--- config.mk ---
export PLATFORM = sky130hd
export DESIGN_NAME = burst_addr_seq
export DESIGN_NICKNAME = d
export VERILOG_FILES = /design/src/rtl/burst_addr_seq.sv
export SDC_FILE = /design/constraint.sdc
export NUM_CORES = 1
export LEC_CHECK = 0
export BUFFER_PORTS_ARGS = -buffer_cell sky130_fd_sc_hd__buf_2
export CAP_MARGIN = 40
export CORE_ASPECT_RATIO = 0.8
export CORE_MARGIN = 3
export CORE_UTILIZATION = 46
export DETAILED_ROUTE_END_ITERATION = 8
export GPL_TIMING_DRIVEN = 1
export PLACE_DENSITY = 0.7
export SYNTH_ARGS = -nofsm -noshare
export SYNTH_HDL_FRONTEND = slang
export SYNTH_SLANG_ARGS = --single-unit
--- constraint.sdc ---
create_clock -name clk -period 9.2 [get_ports clk]
set_input_delay 0 -clock clk [delete_from_list [all_inputs] [get_ports clk]]
set_output_delay 0 -clock clk [all_outputs]
set_load 0.02 [all_outputs]
--- src/rtl/burst_addr_seq.sv ---
module burst_addr_seq #(
  parameter int AW = 32,
  parameter int LW = 8
) (
  input  logic          clk,
  input  logic          rst_n,
  input  logic          hgrant,
  input  logic          hready,
  input  logic          req_valid,
  input  logic          req_write,
  input  logic [AW-1:0] req_addr,
  input  logic [2:0]    req_burst,
  input  logic [2:0]    req_size,
  input  logic [LW-1:0] req_len,
  input  logic          req_pause,
  output logic [AW-1:0] haddr,
  output logic [1:0]    htrans,
  output logic [2:0]    hburst,
  output logic [2:0]    hsize,
  output logic          hwrite,
  output logic          addr_req,
  output logic          wdata_req
);
  localparam int CW = (LW > 4) ? LW : 4;
  localparam logic [1:0] T_IDLE = 2'b00, T_BUSY = 2'b01, T_NSEQ = 2'b10, T_SEQ = 2'b11;

  logic [CW-1:0] rem;
  logic [AW-1:0] adv_addr, load_addr;
  logic [CW-1:0] load_rem;

  function automatic logic [AW-1:0] bump(input logic [AW-1:0] a, input logic [2:0] b,
                                         input logic [2:0] s);
    logic [AW-1:0] inc, span;
    inc  = AW'(1) << s;
    span = inc << ({1'b0, b[2:1]} + 3'd1);
    if (b[0] == 1'b0 && b[2:1] != 2'b00)
      return (a & ~(span - AW'(1))) | ((a + inc) & (span - AW'(1)));
    return a + inc;
  endfunction

  assign addr_req  = hready & hgrant & (rem == '0);
  assign wdata_req = hready & hwrite & htrans[1];
  assign adv_addr  = (htrans == T_BUSY) ? haddr : bump(haddr, hburst, hsize);
  assign load_addr = req_addr & ~((AW'(1) << req_size) - AW'(1));

  always_comb begin
    if (req_burst == 3'b000)      load_rem = '0;
    else if (req_burst == 3'b001) load_rem = CW'(req_len);
    else                          load_rem = CW'((5'd2 << req_burst[2:1]) - 5'd1);
  end

  always_ff @(posedge clk or negedge rst_n) begin
    if (!rst_n) begin
      haddr  <= '0;
      htrans <= T_IDLE;
      hburst <= 3'b000;
      hsize  <= 3'b000;
      hwrite <= 1'b0;
      rem    <= '0;
    end else if (hready) begin
      if (rem != '0) begin
        haddr <= adv_addr;
        if (req_pause) begin
          htrans <= T_BUSY;
        end else begin
          htrans <= T_SEQ;
          rem    <= rem - CW'(1);
        end
      end else if (addr_req && req_valid) begin
        haddr  <= load_addr;
        htrans <= T_NSEQ;
        hburst <= req_burst;
        hsize  <= req_size;
        hwrite <= req_write;
        rem    <= load_rem;
      end else begin
        htrans <= T_IDLE;
      end
    end
  end
endmodule

======== Yosys cells after proc, flatten, opt, wreduce, memory -nomap -nowiden ========
Index checks and enable logic that the tools add are counted.
word-level totals
  memory bits (read-only) ................. 0
  output and inout port bits .............. 43
  logic and storage cells ................. 56
  flip-flop bits (word level) ............. 49
  bits in writable memories ............... 0
  bits in latches ......................... 0
  memories ................................ 0
operators by class
  reduce and logical (&&, ||, !) cells .... 10
  eq/ne operators ......................... 4
  multipliers ............................. 0
  bitwise gates (word level) .............. 12
  shift operators ......................... 4
  div/mod/pow operators ................... 0
  add/subtract/negate cells ............... 6
  order comparisons ....................... 0
  mux-type cells .......................... 14
operators with widths
  kind                                                 number
  two-way mux 32 bit                                   5
  bitwise AND 32 bit                                   3
  NOT 32 bit                                           2
  << shifter 1 x 3 -> 32 bit (first input constant)    2
  subtractor 32 x 1 -> 32 bit (second input constant)  2
  two-way mux 8 bit                                    5
  adder 32 bit                                         1
  bitwise OR 32 bit                                    1
  << shifter 32 x 3 -> 32 bit                          1
  subtractor 8 x 1 -> 8 bit (second input constant)    2
  AND reduction 3 bit                                  3
  logical NOT 8 bit                                    1
  nonzero test 8 bit                                   1
  << shifter 2 x 2 -> 8 bit (first input constant)     1
  two-way mux 2 bit                                    3
  bitwise AND 1 bit                                    4
  inequality test 2 bit (second input constant)        2
  nonzero test 2 bit                                   2
  adder 2 x 1 -> 3 bit (second input constant)         1
  == test 3 x 1 -> 1 bit (second input constant)       1
  logical NOT 3 bit                                    1
  == test 2 x 1 -> 1 bit (second input constant)       1
  logical AND 1 bit                                    2
  NOT 1 bit                                            2
  two-way mux 1 bit                                    1

======== Longest topological paths before layout ========
Gate-level depths: netlist of run 1.
  word-level depth ........................ 10
  depth in mapped cells ................... 14
  depth with buffers taken out ............ 12

======== Least setup slack after synthesis of run 1 ========
No wires, ideal clock.
  path type ............................... register to register
  start ................................... register hburst[1]
  end ..................................... register (tool-made name)
  stages on the path, launching flop included .. 14
  slack ................................... 5.568 ns
  clock period less this slack ............ 3.632 ns
  path buffers ............................ 1
  arrival ................................. 3.563 ns
  required time ........................... 9.130 ns
  cell sequence ........................... dfrtp_1 > clkbuf_1 > inv_1 > ha_1 > or2_2 > or4_1 > ha_1 > inv_1 > a21oi_1 > ha_1 > and2_1 > or3_1 > or4_1 > nand3_1
RTL lines
  item                    line  source
  from (decl)             18    output logic [2:0] hburst,
  from (signal assigned)  72    hburst <= req_burst;

==> results.toml, run 1 <==
[outcome]
violations = "negative hold slack"
status = "finished, violations left"

[global_routing]
top_usage_layer = "met2"
gr-usage-met3_pct = 4.997
antenna_found_initial = 0
grtUsageTotal_pct = 27.87
grt_start_max_net_pins = 50
grt_pass1_vias = 4604
use_met1_pct = 40.24
grt_overflow = 0
grt_pass1_wl_mm = 24.17
grt_util_met2_pct = 42.95

[cts]
clk_pin_slew_ps = 70
post_cts.repair.setup_buffers = 0
h-tree-depth = 2
cts_tree = "built"
cts_buffers = 5
cts_num_sinks = 49
cts_buffer_depth = 2
cts_hold_buf = 12
clockRootBuffer = "clkbuf_16"
clkLatencyLatePin_ps = 300
post_cts_resized = 0

[placed_design]
port_buffers = 95
place_inst = 764
dp_hpwl_mm = 11.21
finalWeightedCongestion = 0.9386

[power]
switching_share_pct = 52.35
p_int_mw = 0.7912
ir_drop_mv = 0.1585
seq_power_share_pct = 26.8
p_leak_nw = 2.183
pwr-share-clk_pct = 11.9
p_sw_mw = 0.8692
combPwrFrac_pct = 61.3
powerDensity_nw_per_um2 = 315.7

[synthesis]
post-synth-top-count-cell = "nand2_1"
syn-num-nets = 647
avgSynthCellArea_sq_um = 7.685
synth_compound_area_share_pct = 28.89
synthMuxAreaShare_pct = 3.423
yosysTopAreaCell = "dfrtp_1"
synth_top_area_share_pct = 27.28
syn_inst = 585
syn_area_sq_um = 4496
yosysSeqAreaShare_pct = 27.28
synthTopCellsByArea = "dfrtp_1 (27%), a21oi_1 (4.9%), nand2_1 (4.7%), o21ai_0 (4.7%), nor2_1 (4.1%)"
synth_common_cells = "nand2_1 (56), dfrtp_1 (49), nor2_1 (49), a21oi_1 (44), o21ai_0 (42)"
synth_top_family_by_area = "simple AND/OR/NAND/NOR gates"
ys.flop_type = "dfrtp_1"
synth-simple-area-share_pct = 29.03
yosys_warnings = 0
synth_fa_ha_area_share_pct = 2.505
ys_seq_elements = 49
synth_cell_types = 82
synth_enable_flop_cells = 0
synth_xor_area_share_pct = 2.922
async_flop_share_pct = 100.0

[die]
dieArea_sq_um = 11000
ios = 96
die_w_um = 116.5
rows = 31
fp.dieH_um = 94.42
coreArea_sq_um = 9270
start_util_pct = 48.50

[drt]
routed_wl_mm = 15.27
drc = 0
dr.pass1.iters = 6
vias_per_cell = 6.305
drt_iter0_drc = 556
vias = 4943
drtAntennaViolNets = 0
wl_per_cell_um = 19.47

[critical_path]
crit_start = "hburst[1]"
rr_startpoint = "hburst[1]"
crit_type = "flop to flop"
crit_buf_inv = 2
worstSetupEndpointType = "flop"
crit_arrival_ps = 4080
crit_slowest_cell = "dfrtp_1"
cp_top_family = "simple AND/OR/NAND/NOR gates"
cpPeakStageDelay_ps = 580
required_ps = 9440
critPathLaunchType = "flop"
worst_path_most_repeated_cell = "ha_1"
crit_chain = "inv_1, ha_1, or2_2, or4_1, ha_1, inv_1, a21oi_1, ha_1, and2_1, or3_1, or4_1, nand3_1"
cp_max_fo = 15

[timing]
rsz0062_at_grt = "no"
slew_viol_final = 0
worst_pin_slew_ps = 930.0
worst_clock_skew_ps = 9.319
final-setup-viol-count = 0
slew_headroom_pct = 37.80
finalHoldWorstSlack_ps = -6.523
max_freq_ghz = 0.2603
finalSetupTns_ps = 0
hold_viol = 2
post-route-period-util_pct = 41.76
period_minus_slack_ps = 3842

[finish]
n_antenna_cell = 0
finalNetCount = 730
fill_cells = 846
final-instance-count-excl-fill = 784
drive_above_1_share_pct = 20.93
syn_to_final_growth_pct = 17.01

[worst_hold_path]
hold_start = "req_addr[18]"
hold_path_class = "primary input to flop"

[job]
drv_cap = 0
## cell type report
class / count / area, sq um / share of cell area, %
multi-input combinational: 475 / 3002 / 57.06
clock inverter: 2 / 13.76 / 0.2617
inverter: 22 / 82.58 / 1.570
timing repair buffer: 115 / 653.1 / 12.42
sequential: 49 / 1226 / 23.31
clock buffer: 6 / 138.9 / 2.640
tap: 115 / 143.9 / 2.735
## worst reg2reg max path, stage by stage, from the launching register on
cell and delay [ps]:
dfrtp_1 580, inv_1 80, ha_1 480, or2_2 410, or4_1 510, ha_1 280, inv_1 160, a21oi_1 60
ha_1 260, and2_1 150, or3_1 300, or4_1 400, nand3_1 100
## stage by stage
stage | setup WS, ps | power, mW | hold slack (ps) | instance area [sq um] | utilization, %
after floorplan | 5568 | 1.152 | -295.6 | 4496 | -
after global placement | 5259 | 1.428 | 175.9 | 4982 | 53.75
after detailed placement | 5389 | 1.437 | 178.3 | 4987 | 53.80
after CTS | 5369 | 1.641 | 2.293 | 5260 | 56.74
after global routing | 5096 | 1.790 | 11.08 | 5260 | 56.74
final | 5358 | 1.660 | -6.523 | 5260 | 56.74
## worst paths after layout
| path | to | slack (ps) | depth (start not counted) |
|---|---|---|---|
| max in group asynchronous | hsize[0] | 8360 | 3 |
| max reg2reg | flop | 5360 | 12 |
| min in group asynchronous | async pin | 350 | 3 |
| min reg2reg | rem[1] | 520 | 2 |
| min | flop | -7 | 3 |
| max | flop | 5360 | 12 |
## power by group through the flow
stage	clock (mW)	combinational, mW	sequential (mW)
3_3_place_gp	0	0.992	0.436
5_1_grt	0.207	1.12	0.465
2_1_floorplan	0	0.692	0.460
6_report	0.198	1.02	0.445
4_1_cts	0.200	1.00	0.441
3_5_place_dp	0	0.992	0.444
## logic make-up after synthesis
kind of cell / count (synthesis)
simple gates: 242
compound gates: 195
buf+inv: 61
flops: 49
xor+xnor: 15
mux: 14
fa+ha+maj: 9
## routing by layer
| layer | share of wire, % | vias up |
|---|---|---|
| li1 | - | 2357 |
| met1 | 46 | 2344 |
| met2 | 44 | 222 |
| met3 | 8.3 | 20 |
| met4 | 1.3 | 0 |
| met5 | 0 | - |
## cell usage in the layout, fill, tap and decap left out, types with 12 or more instances in the layout
cell           netlist  routed
and2_1              12      12
inv_1               22      22
o21ai_0             42      42
dfrtp_1             49      49
a31oi_1             13      13
nand3_1             24      24
buf_2                7      96
nor2_1              49      49
nand2_1             56      56
nor3_1              20      20
a21oi_1             44      44
dlygate4sd3_1        0      12
Note: power is estimated with default switching activity, not from simulation.
==> inputs of run 2 (changes only) <==
==> constraint.sdc (replaced) <==
create_clock -name clk -period 3.63 [get_ports clk]
set_input_delay 0 -clock clk [delete_from_list [all_inputs] [get_ports clk]]
set_output_delay 0 -clock clk [all_outputs]
set_load 0.02 [all_outputs]
==> results.toml, run 2 (synthesized netlist as in run 1, its figures left out) <==
[outcome]
status = "finished, violations left"
violations = "negative hold slack"

[critical_path]
cp_max_fo = 12
critPathLaunchType = "flop"
crit_type = "flop to flop"
crit_chain = "buf_4, ha_1, or2_2, or4_1, ha_1, inv_1, a21oi_1, ha_1, and2_1, or3_1, or4_1, nand3_1"
worstSetupEndpointType = "flop"
cpPeakStageDelay_ps = 550
required_ps = 3870
crit_arrival_ps = 3580
rr_worst_depth = 12
worst_path_most_repeated_cell = "ha_1"
crit_slowest_cell = "or4_1"
crit_buf_inv = 2
cp_top_family = "simple AND/OR/NAND/NOR gates"
cp_num_cells = 12

[drt]
vias_per_cell = 6.453
dr.pass1.iters = 5
drt_iter0_drc = 572
routed_wl_mm = 15.49
drtAntennaViolNets = 0
wl_per_cell_um = 19.61
vias = 5098
drc = 0

[die]
ios = 96
rows = 31
start_util_pct = 48.50
die_w_um = 116.5
coreArea_sq_um = 9270
fp.dieH_um = 94.42
dieArea_sq_um = 11000

[worst_hold_path]
whs_path_depth = 3
hold_path_class = "primary input to flop"

[finish]
finalNetCount = 736
layout_commonest_cell = "buf_2"
fill_cells = 878
final-instance-count-excl-fill = 790
n_antenna_cell = 0
drive_above_1_share_pct = 21.93
syn_to_final_growth_pct = 17.42
layout_common_cells = "buf_2 (95), nand2_1 (56), nor2_1 (49), dfrtp_1 (49), a21oi_1 (44)"
seq_area_sq_um = 1226
multi_input_area_sq_um = 3002

[global_routing]
grt_overflow = 0
grt_pass1_vias = 4781
grt_start_max_net_pins = 50
grtUsageTotal_pct = 28.22
antenna_found_initial = 0
grt_pass1_wl_mm = 24.58

[power]
switching_share_pct = 52.30
ir_drop_mv = 0.4455
p_int_mw = 2.034
combPwrFrac_pct = 63.4
p_sw_mw = 2.231
p_leak_nw = 2.210
pwr-share-clk_pct = 11.1
seq_power_share_pct = 25.5
powerDensity_nw_per_um2 = 808.0

[timing]
max_freq_ghz = 0.2990
worst_clock_skew_ps = 10.74
finalHoldWorstSlack_ps = -4.855
period_minus_slack_ps = 3345
slew_viol_final = 0
post-route-period-util_pct = 92.15
finalSetupTns_ps = 0
final-setup-viol-count = 0
hold_viol = 1
worst_pin_slew_ps = 938.7
slew_headroom_pct = 37.19
rsz0062_at_grt = "no"

[cts]
cts_num_sinks = 49
cts_buffer_depth = 2
h-tree-depth = 2
cts_tree = "built"
cts_buffers = 5
post_cts.repair.setup_buffers = 0
clk_pin_slew_ps = 70
clkLatencyLatePin_ps = 300
clockRootBuffer = "clkbuf_16"

[placed_design]
finalWeightedCongestion = 0.9424
place_inst = 775
port_buffers = 95
dp_hpwl_mm = 11.18

[job]
drv_cap = 0
==> run 2: cell count changes in the layout (fill, tap and decap cells not counted), sizes merged <==
cell | before | now
dlygate4sd3 | 12 | 7
clkinv | 2 | 0
buf | 103 | 114
clkbuf | 6 | 8
==> run 2: worst min-delay path: cells and delay by family <==
family,cells,cell delay (ps)
AOI/OAI and AO/OA,2,180
buffers and inverters,1,70
==> run 2: worst paths after layout <==
check                              from        end  slack, ps
max                           hburst[1]       flop        290
min                        req_addr[22]       flop         -5
max reg2reg                   hburst[1]       flop        290
min reg2reg                      rem[1]     rem[1]        510
max in group asynchronous         rst_n  htrans[1]       2790
min in group asynchronous         rst_n  async pin        350
==> run 2: cell type report <==
cell class	count	share of cell area [%]
Multi-Input combinational cell	475	56.86
Sequential cell	49	23.23
Timing Repair Buffer	121	13.04
Tap cell	115	2.726
Clock buffer	8	2.584
Inverter	22	1.564
==> run 2: per-layer routing <==
metal / vias up / share of wire, % / track usage [%]
met5: - / 0 / 0
met4: 0 / 2.1 / 8.213
met2: 269 / 43 / 42.67
met3: 35 / 9.8 / 5.509
li1: 2373 / - / -
met1: 2421 / 45 / 40.72
==> run 2: power by group through the flow <==
stage	clock network, mW	registers [mW]	logic (mW)
after global placement	0	1.07	2.60
after CTS	0.478	1.07	2.65
after detailed placement	0	1.08	2.63
after global routing	0.495	1.13	2.94
final	0.473	1.09	2.71
after floorplan	0	1.16	1.76
==> run 2: metrics by stage <==
stage | util, % | total power, mW | setup WS [ps] | area, sq um
after floorplan | - | 2.921 | 55.85 | 4497
after global placement | 54.72 | 3.664 | 374.8 | 5072
after detailed placement | 54.72 | 3.714 | 311.4 | 5072
after CTS | 56.94 | 4.202 | 302.5 | 5279
after global routing | 56.94 | 4.568 | 114.2 | 5279
final | 56.94 | 4.265 | 285.1 | 5279
==> run 2: what timing repair did <==
item | CTS | global route
gates resized for setup | 0 | 0
hold endpoints to repair | 55 | 0
hold buffers | 7 | 0
